<file path="src/rtl/uptimer_pkg.sv">
package uptimer_pkg;
   localparam int unsigned REG_AW = 3;
   localparam int unsigned CTRL_W = 5;

   localparam logic [REG_AW-1:0] A_CTRL   = 3'd0;
   localparam logic [REG_AW-1:0] A_TSEL   = 3'd1;
   localparam logic [REG_AW-1:0] A_REQEN  = 3'd2;
   localparam logic [REG_AW-1:0] A_STAT   = 3'd3;
   localparam logic [REG_AW-1:0] A_GEN    = 3'd4;
   localparam logic [REG_AW-1:0] A_CNT    = 3'd5;
   localparam logic [REG_AW-1:0] A_RELOAD = 3'd6;

   localparam logic [2:0] TS_GEN = 3'd0;
   localparam logic [2:0] TS_EN  = 3'd1;
   localparam logic [2:0] TS_UPD = 3'd2;

   // control word, bit 4 down to bit 0
   typedef struct packed {
      logic buffered;
      logic single;
      logic ovf_only;
      logic no_upd;
      logic run;
   } ctrl_t;
endpackage

</file>
<file path="src/rtl/uptimer_ctrl.sv">
module uptimer_ctrl
   import uptimer_pkg::*;
#(
   parameter bit HAS_DMA = 1'b1
) (
   input  logic              clk,
   input  logic              rst_n,
   input  logic              wr_en,
   input  logic [REG_AW-1:0] wr_addr,
   input  logic [CTRL_W-1:0] wr_lo,
   input  logic              ovf,
   output ctrl_t             ctrl,
   output logic [2:0]        tsel,
   output logic              irq_en,
   output logic              dma_en,
   output logic              cnt_en,
   output logic              sw_gen,
   output logic              upd_evt,
   output logic              flag,
   output logic              irq,
   output logic              dma_req
);
   logic run_d1;
   logic flag_set;
   logic flag_clr;

   assign sw_gen   = wr_en && (wr_addr == A_GEN) && wr_lo[0];
   assign upd_evt  = !ctrl.no_upd && (ovf || sw_gen);
   assign flag_set = upd_evt && (ovf || !ctrl.ovf_only);
   assign flag_clr = wr_en && (wr_addr == A_STAT) && !wr_lo[0];
   assign cnt_en   = ctrl.run && run_d1;
   assign irq      = flag && irq_en;

   always_ff @(posedge clk or negedge rst_n) begin
      if (!rst_n) begin
         ctrl   <= '0;
         run_d1 <= 1'b0;
         tsel   <= TS_GEN;
         irq_en <= 1'b0;
         dma_en <= 1'b0;
         flag   <= 1'b0;
      end else begin
         if (wr_en && (wr_addr == A_CTRL)) ctrl <= ctrl_t'(wr_lo);
         if (upd_evt && ctrl.single) ctrl.run <= 1'b0;
         run_d1 <= ctrl.run;
         if (wr_en && (wr_addr == A_TSEL)) tsel <= wr_lo[2:0];
         if (wr_en && (wr_addr == A_REQEN)) begin
            irq_en <= wr_lo[0];
            dma_en <= wr_lo[1];
         end
         if (flag_set)      flag <= 1'b1;
         else if (flag_clr) flag <= 1'b0;
      end
   end

   generate
      if (HAS_DMA) begin : g_dma
         logic dma_q;
         always_ff @(posedge clk or negedge rst_n) begin
            if (!rst_n) dma_q <= 1'b0;
            else        dma_q <= flag_set && dma_en;
         end
         assign dma_req = dma_q;
      end else begin : g_no_dma
         assign dma_req = 1'b0;
      end
   endgenerate
endmodule

</file>
<file path="src/rtl/uptimer_count.sv">
module uptimer_count #(
   parameter int unsigned CNT_W = 16
) (
   input  logic             clk,
   input  logic             rst_n,
   input  logic             cnt_en,
   input  logic             tick,
   input  logic             sw_gen,
   input  logic             upd_evt,
   input  logic             buffered,
   input  logic             cnt_wr,
   input  logic             reload_wr,
   input  logic [CNT_W-1:0] wr_val,
   output logic [CNT_W-1:0] cnt,
   output logic [CNT_W-1:0] preload,
   output logic [CNT_W-1:0] shadow,
   output logic             ovf
);
   logic adv;

   assign adv = cnt_en && tick && (shadow != '0) && !cnt_wr && !sw_gen;
   assign ovf = adv && (cnt >= shadow);

   always_ff @(posedge clk or negedge rst_n) begin
      if (!rst_n) begin
         preload <= '1;
         shadow  <= '1;
      end else begin
         if (reload_wr) preload <= wr_val;
         if (reload_wr && !buffered) shadow <= wr_val;
         else if (upd_evt)           shadow <= preload;
      end
   end

   always_ff @(posedge clk or negedge rst_n) begin
      if (!rst_n)       cnt <= '0;
      else if (sw_gen)  cnt <= '0;
      else if (cnt_wr)  cnt <= wr_val;
      else if (ovf)     cnt <= '0;
      else if (adv)     cnt <= cnt + 1'b1;
   end
endmodule

</file>
<file path="src/rtl/uptimer_trig.sv">
module uptimer_trig (
   input  logic       clk,
   input  logic       rst_n,
   input  logic [2:0] tsel,
   input  logic       cnt_en,
   input  logic       sw_gen,
   input  logic       upd_evt,
   output logic       trig_out,
   output logic       upd_pulse,
   output logic       clr_pulse
);
   logic gen_q;
   logic upd_q;

   always_ff @(posedge clk or negedge rst_n) begin
      if (!rst_n) begin
         gen_q <= 1'b0;
         upd_q <= 1'b0;
      end else begin
         gen_q <= sw_gen;
         upd_q <= upd_evt;
      end
   end

   assign clr_pulse = gen_q;
   assign upd_pulse = upd_q;

   always_comb begin
      case (tsel)
         uptimer_pkg::TS_GEN: trig_out = gen_q;
         uptimer_pkg::TS_EN:  trig_out = cnt_en;
         uptimer_pkg::TS_UPD: trig_out = upd_q;
         default:             trig_out = 1'b0;
      endcase
   end
endmodule

</file>
<file path="src/rtl/uptimer_core.sv">
module uptimer_core
   import uptimer_pkg::*;
#(
   parameter int unsigned CNT_W   = 16,
   parameter int unsigned DATA_W  = 16,
   parameter bit          HAS_DMA = 1'b1
) (
   input  logic              clk,
   input  logic              rst_n,
   input  logic              cnt_tick,
   input  logic              wr_en,
   input  logic [REG_AW-1:0] wr_addr,
   input  logic [DATA_W-1:0] wr_data,
   input  logic [REG_AW-1:0] rd_addr,
   output logic [DATA_W-1:0] rd_data,
   output logic              psc_clear,
   output logic              psc_reload,
   output logic              irq,
   output logic              dma_req,
   output logic              trig_out
);
   generate
      if (CNT_W < 2 || DATA_W < CNT_W || DATA_W < CTRL_W) begin : g_bad_cfg
         $error("uptimer_core: CNT_W must be >= 2 and DATA_W >= CNT_W and >= CTRL_W");
      end
   endgenerate

   ctrl_t            ctrl_q;
   logic [2:0]       tsel_q;
   logic             irq_en;
   logic             dma_en;
   logic             cnt_en;
   logic             sw_gen;
   logic             upd_evt;
   logic             flag_q;
   logic             ovf;
   logic [CNT_W-1:0] cnt_q;
   logic [CNT_W-1:0] preload_q;
   logic [CNT_W-1:0] shadow_q;

   uptimer_ctrl #(.HAS_DMA(HAS_DMA)) u_ctrl (
      .clk     (clk),
      .rst_n   (rst_n),
      .wr_en   (wr_en),
      .wr_addr (wr_addr),
      .wr_lo   (wr_data[CTRL_W-1:0]),
      .ovf     (ovf),
      .ctrl    (ctrl_q),
      .tsel    (tsel_q),
      .irq_en  (irq_en),
      .dma_en  (dma_en),
      .cnt_en  (cnt_en),
      .sw_gen  (sw_gen),
      .upd_evt (upd_evt),
      .flag    (flag_q),
      .irq     (irq),
      .dma_req (dma_req)
   );

   uptimer_count #(.CNT_W(CNT_W)) u_count (
      .clk       (clk),
      .rst_n     (rst_n),
      .cnt_en    (cnt_en),
      .tick      (cnt_tick),
      .sw_gen    (sw_gen),
      .upd_evt   (upd_evt),
      .buffered  (ctrl_q.buffered),
      .cnt_wr    (wr_en && (wr_addr == A_CNT)),
      .reload_wr (wr_en && (wr_addr == A_RELOAD)),
      .wr_val    (wr_data[CNT_W-1:0]),
      .cnt       (cnt_q),
      .preload   (preload_q),
      .shadow    (shadow_q),
      .ovf       (ovf)
   );

   uptimer_trig u_trig (
      .clk       (clk),
      .rst_n     (rst_n),
      .tsel      (tsel_q),
      .cnt_en    (cnt_en),
      .sw_gen    (sw_gen),
      .upd_evt   (upd_evt),
      .trig_out  (trig_out),
      .upd_pulse (psc_reload),
      .clr_pulse (psc_clear)
   );

   always_comb begin
      rd_data = '0;
      case (rd_addr)
         A_CTRL:   rd_data[CTRL_W-1:0] = ctrl_q;
         A_TSEL:   rd_data[2:0]        = tsel_q;
         A_REQEN:  rd_data[1:0]        = {dma_en, irq_en};
         A_STAT:   rd_data[0]          = flag_q;
         A_CNT:    rd_data[CNT_W-1:0]  = cnt_q;
         A_RELOAD: rd_data[CNT_W-1:0]  = preload_q;
         default:  rd_data             = '0;
      endcase
   end
endmodule

</file>
<file path="config.mk">
export PLATFORM = sky130hd
export DESIGN_NAME = uptimer_core
export DESIGN_NICKNAME = d
export VERILOG_FILES = /design/src/rtl/uptimer_pkg.sv /design/src/rtl/uptimer_ctrl.sv /design/src/rtl/uptimer_count.sv /design/src/rtl/uptimer_trig.sv /design/src/rtl/uptimer_core.sv
export SDC_FILE = /design/constraint.sdc
export NUM_CORES = 1
export LEC_CHECK = 0
export ABC_CLOCK_PERIOD_IN_PS = 3360
export BUFFER_PORTS_ARGS = -buffer_cell sky130_fd_sc_hd__buf_2
export CAP_MARGIN = 20
export CORE_MARGIN = 1.5
export CORE_UTILIZATION = 35
export DETAILED_ROUTE_END_ITERATION = 8
export GPL_ROUTABILITY_DRIVEN = 0
export MAX_ROUTING_LAYER = met4
export PLACE_DENSITY_LB_ADDON = 0.2
export SYNTH_ARGS = -nofsm -noshare
export SYNTH_HDL_FRONTEND = slang
export SYNTH_SLANG_ARGS = --single-unit
</file>
<file path="constraint.sdc">
create_clock -name clk -period 3.36 [get_ports clk]
set_input_delay 0.336 -clock clk [delete_from_list [all_inputs] [get_ports clk]]
set_output_delay 0.336 -clock clk [all_outputs]
set_load 0.01 [all_outputs]
</file>
* Yosys cells after proc, flatten, opt, wreduce, memory -nomap -nowiden
Cells that the tools add are included.
Operators by class: $add $sub $neg 1, order comparisons 1, equal/unequal tests 13, muxes and demuxes 16, reduce and logical (&&, ||, !) cells 37
Operator list (number):
- 16-bit two-way mux | 6
- 11-bit one-hot mux with 2 select lines | 1
- 1-bit logical AND | 21
- 16-bit by 1-bit adder with 16-bit output, second input constant | 1
- 16-bit >= comparator | 1
- 16-bit nonzero test | 1
- 3-bit by 2-bit equality test with 1-bit output, second input constant | 5
- 3-bit equality test, second input constant | 5
- 3-bit by 1-bit equality test with 1-bit output, second input constant | 3
- 3-bit zero test | 3
- 1-bit zero test | 6
- 1-bit one-hot mux with 6 select lines | 1
- 2-bit one-hot mux with 3 select lines | 1
- 2-bit nonzero test | 3
- 1-bit one-hot mux with 5 select lines | 1
- 1-bit two-way mux | 4
- 1-bit one-hot mux with 4 select lines | 1
- 4-bit nonzero test | 1
- 1-bit one-hot mux with 3 select lines | 1
- 1-bit logical OR | 2
Word-level totals: register bits 63, bits of input ports 26, output and inout port bits 21, word-level logic and storage cells 84

* Longest topological paths before layout
word-level depth 10, depth in mapped cells 9

* Cells and area by module
A second synthesis with hierarchy kept.
Unflattened totals: cells, all modules 388, area total of the unflattened synthesis 3783.6 µm²
By module, submodules not included:
- uptimer_count | instances 1, cells each 286, area each 2770.2 µm², sequential area each 1241.2 µm²
- uptimer_ctrl | instances 1, cells each 42, area each 586.8 µm², sequential area each 325.3 µm²
- uptimer_core | instances 1, cells each 54, area each 347.8 µm², sequential area each 0.0 µm²
- uptimer_trig | instances 1, cells each 6, area each 78.8 µm², sequential area each 50.0 µm²

* Worst setup path before layout
OpenSTA, ideal clock, no wires.
path type flip-flop to flip-flop, start point reg u_count.shadow[13], end point reg u_count.shadow[10], data arrival time 2194 ps, path slack 1077 ps, cell stages (with the launch flop) 10, period minus slack after synthesis 2283 ps, path through dfstp_2 -> inv_1 -> ha_1 -> nand4_1 -> o21bai_1 -> or4_4 -> buf_6 -> buf_6 -> o2111ai_1 -> nand3_1
On the way: longest elaborated chain between the ends 8, elaborated cells between the ends (all ways) 9, those cells by class order compare (1); reduce/logical (8)
Ends and longest elaborated chain:
- from (decl) | RTL line uptimer_count.sv:16 | output logic [CNT_W-1:0] shadow,
- from (signal assigned) | RTL line uptimer_count.sv:30 | if (reload_wr && !buffered) shadow <= wr_val;
- from (signal assigned) | RTL line uptimer_count.sv:31 | else if (upd_evt) shadow <= preload;
- parallel branches: the longest is 4 deep, another holds 16-bit >= comparator
- 1-bit logical AND (*) | RTL line uptimer_count.sv:22 | assign ovf = adv && (cnt >= shadow);
- 1-bit logical OR (*) | RTL line uptimer_ctrl.sv:28 | assign upd_evt = !ctrl.no_upd && (ovf || sw_gen);
- 1-bit logical AND (*) | RTL line uptimer_ctrl.sv:28
- 2-bit nonzero test (no source line) (*)
Every way passes the cells marked *. A chain may end at the register's enable or synchronous reset.

* Worst setup path in the final report
start point reg u_count.cnt[0], end point reg u_count.cnt[15]
On the way: longest elaborated chain between the ends 5, elaborated cells between the ends (all ways) 8, those cells by class add/sub (1); order compare (1); mux (4); reduce/logical (2)
Ends and longest elaborated chain:
- from (decl) | RTL line uptimer_count.sv:14 | output logic [CNT_W-1:0] cnt,
- from (signal assigned) | RTL line uptimer_count.sv:38 | else if (cnt_wr) cnt <= wr_val;
- from (signal assigned) | RTL line uptimer_count.sv:40 | else if (adv) cnt <= cnt + 1'b1;
- 16-bit by 1-bit adder with 16-bit output or 16-bit >= comparator (tied branches) | RTL line uptimer_count.sv:40, uptimer_count.sv:22
- 16-bit two-way mux or 1-bit logical AND (tied branches) | RTL line uptimer_count.sv:40, uptimer_count.sv:22
- 16-bit two-way mux | RTL line uptimer_count.sv:39 | else if (ovf) cnt <= '0;
- 16-bit two-way mux | RTL line uptimer_count.sv:38
- 16-bit two-way mux | RTL line uptimer_count.sv:37 | else if (sw_gen) cnt <= '0;
Parallel ways exist; a longest one is shown, timed or not. The select of a mux whose other input is x is not followed.

==> impl_metrics.csv <==
group,metric,value,unit
synthesis,seq_area_frac_synth,38.3,%
floorplan,start_util,36.4,%
floorplan,die_area,12700,sq um
placed_design,place_hpwl,9720,um
grt,antenna_found_initial,0,
timing,finClkSkew,0.00647,ns
pwr,total_power,3140,uW
synthesis,synth_xor_area_share,0.207,%
clock_network,clkTransAtPathRegs,0.06,ns
clock_network,cts.sinks,63,
timing,maxSlewHeadroom,35.4,%
drt,first_pass_iters,5,
finish,postLayoutCellArea,4960,sq um
finish,layout_common_cells,"buf_2 (46), nand2_1 (45), dfstp_2 (32)",
timing,finalSetupViolCount,0,
timing,period_minus_slack,2.62,ns
synthesis,synth_warnings,0,
synthesis,synth_mux_area_share,7.94,%
grt,grt_usage,22.2,%
timing,worstMarginPinSlew,0.962,ns
finish,drive_above_1_share,30.7,%
synthesis,yosys.area.top_type,"dfstp_2",
synthesis,avgSynthCellArea,9.28,sq um
synthesis,syn_inst,455,
critical_path,timing.rr.end,"u_count.cnt[15]",
drt,wl,13400,um
clock_network,cts_setup_buffers,0,
critical_path,crit_type,"reg2reg",
floorplan,die_h,113,um
timing,whs,0.275,ns
hold_path,worstHoldStart,"wr_data[5]",
floorplan,rows,39,
pwr,power_density,632,nW/um^2
grt,grt_start_max_net_pins,45,
synthesis,synth_compound_area_share,20.0,%
finish,mostFrequentLayoutCell,"buf_2",
grt,gr-total-overflow,0,
grt,grt_pass1_wl,21000,um
synthesis,syn-cell-area,4220,sq um
drt,drcViolationCount,0,
clock_network,htree_levels,3,
timing,layout_worst_path_cycle_share,77.9,%
finish,utilization,42.7,%
grt,grt_pass1_vias,3709,
timing,timing_hold_violations_final,0,
drt,vias_per_cell,6.14,
synthesis,synth_edf_count,0,
drt,initialDrtViolationCount,224,
clock_network,ctsHoldBuffers,0,
pwr,ir_drop,0.276,mV
synthesis,synth.distinct_cells,63,
finish,nets,540,
timing,rsz0062_at_grt,"false",
pwr,p_leak,0.00217,uW
critical_path,reg2reg_from,"u_count.cnt[0]",
hold_path,hold_class,"in2reg",
finish,diodes,0,
synthesis,synth_top_family_by_area,"simple AND/OR/NAND/NOR gates",
job,cap_violations,0,
clock_network,cts_resized,0,
synthesis,synthTopCellsByArea,"dfstp_2 (20%), dfrtp_1 (18%), mux2_2 (6.9%), ha_1 (5.0%), nand2_1 (4.0%)",
drt,wl_per_cell,20.8,um
critical_path,reg2regPathDepth,8,
synthesis,syn_nets,498,
finish,syn2layout_area_growth,17.4,%
timing,fin_setup_tns,0,ns
synthesis,yosys_register_bits,63,
synthesis,synthSimpleGateAreaFrac,23.4,%
critical_path,cp-start-kind,"flip-flop",
clock_network,clock_latency,0.34,ns
floorplan,ios,47,
hold_path,whs_path_depth,3,
drt,drtAntennaViolNets,0,
timing,drv_slew,0,
critical_path,reg2reg_slack,0.74,ns
drt,via_count,3963,
synthesis,async_flop_share,100,%
critical_path,critPathMaxFanout,24,
clock_network,clk_path_buf_depth,2,
floorplan,die_w,113,um
placed_design,portBuffers,46,
critical_path,endpoint_kind,"flip-flop",
clock_network,cts_root_buf,"clkbuf_16",
synthesis,synthFlopType,"dfstp_2",
clock_network,numCtsBuffers,9,
critical_path,cp.required,3.63,ns
outcome,status,"finished, final reports clean",
timing,fmax,382,MHz
floorplan,core,11600,sq um
clock_network,cts_tree,"built",
synthesis,yosys.area.top_type_share,19.9,%
placed_design,place_area,4610,sq um
synthesis,synthAdderAreaFrac,5.04,%
hold_path,hold_path_end,"u_count.cnt[5]",
critical_path,cp.arrival,2.89,ns
-- flip-flops by register name, indices dropped and copies added (netlist names) --
signal            cells
u_count.preload      16
u_count.cnt          16
u_ctrl.flag           1
u_ctrl.irq_en         1
u_ctrl.run_d1         1
u_trig.clr_pulse      1
u_ctrl.ctrl           5
u_trig.upd_pulse      1
u_ctrl.dma_en         1
u_count.shadow       16
u_ctrl.tsel           3
u_ctrl.dma_req        1
-- power breakdown --
group / internal (uW) / total [uW] / switching (uW)
clock network: 665 / 1010 / 350
logic: 410 / 932 / 522
registers: 956 / 1190 / 233
-- cells in the mapped netlist, types with 9 or more instances --
master / number
a22oi_1: 20
clkbuf_1: 22
dfrtp_1: 31
dfstp_2: 32
ha_1: 17
inv_1: 21
mux2_2: 26
nand2_1: 45
nand3_1: 29
nand4_1: 27
nor2_1: 29
nor4_1: 9
o2111ai_1: 18
o21ai_0: 10
o31a_1: 15
-- metal layers --
layer  vias up  routed length, um  global-route usage, %
met3        24                834                   3.59
met4         0                325                   9.00
met2       136               6260                   33.3
met5         -                  0                      -
met1      1984               5980                   30.2
li1       1819                  -                      -
-- critical path, stage by stage (launching register included) --
cell and delay (ns):
dfrtp_1 0.47, inv_1 0.08, ha_1 0.29, nand2b_1 0.15, a2111oi_2 0.46, o32a_1 0.41, buf_4 0.36, nand4_1 0.18
nand3_1 0.13
-- layout make-up --
| type | count | area, sq um |
|---|---|---|
| Fill cell | 1168 | 6650 |
| Multi-Input combinational cell | 339 | 2400 |
| Sequential cell | 63 | 1620 |
| Timing Repair Buffer | 61 | 358 |
| Clock buffer | 10 | 239 |
| Tap cell | 143 | 179 |
| Inverter | 23 | 86.3 |
| Clock inverter | 6 | 83.8 |
-- kinds of logic after synthesis --
group                      after synthesis
AOI/OAI and AO/OA                      109
xor gates and xnor gates                 1
adders and majority gates               17
buffers and inverters                   53
DFF                                     63
muxes                                   29
and+or+nand+nor                        183
-- worst max-delay path by stage --
stage / start / end / slack, ns / cells past startpoint
2_1_floorplan: u_count.shadow[13] / u_count.shadow[10] / 1.08 / 9
3_3_place_gp: u_count.cnt[0] / u_count.cnt[2] / 0.84 / 7
3_5_place_dp: u_count.cnt[0] / u_count.cnt[2] / 0.78 / 7
4_1_cts: u_count.cnt[0] / u_count.cnt[2] / 0.76 / 7
5_1_grt: u_count.cnt[0] / u_count.cnt[2] / 0.54 / 7
6_report: u_count.cnt[0] / u_count.cnt[15] / 0.74 / 8
-- per-stage QoR --
stage | worst slack [ns] | std cells
2_1_floorplan | 1.08 | 455
3_3_place_gp | 0.841 | 627
3_5_place_dp | 0.783 | 627
4_1_cts | 0.765 | 643
5_1_grt | 0.543 | 645
6_report | 0.743 | 645
No activity file was read; power rests on OpenSTA's default activity.
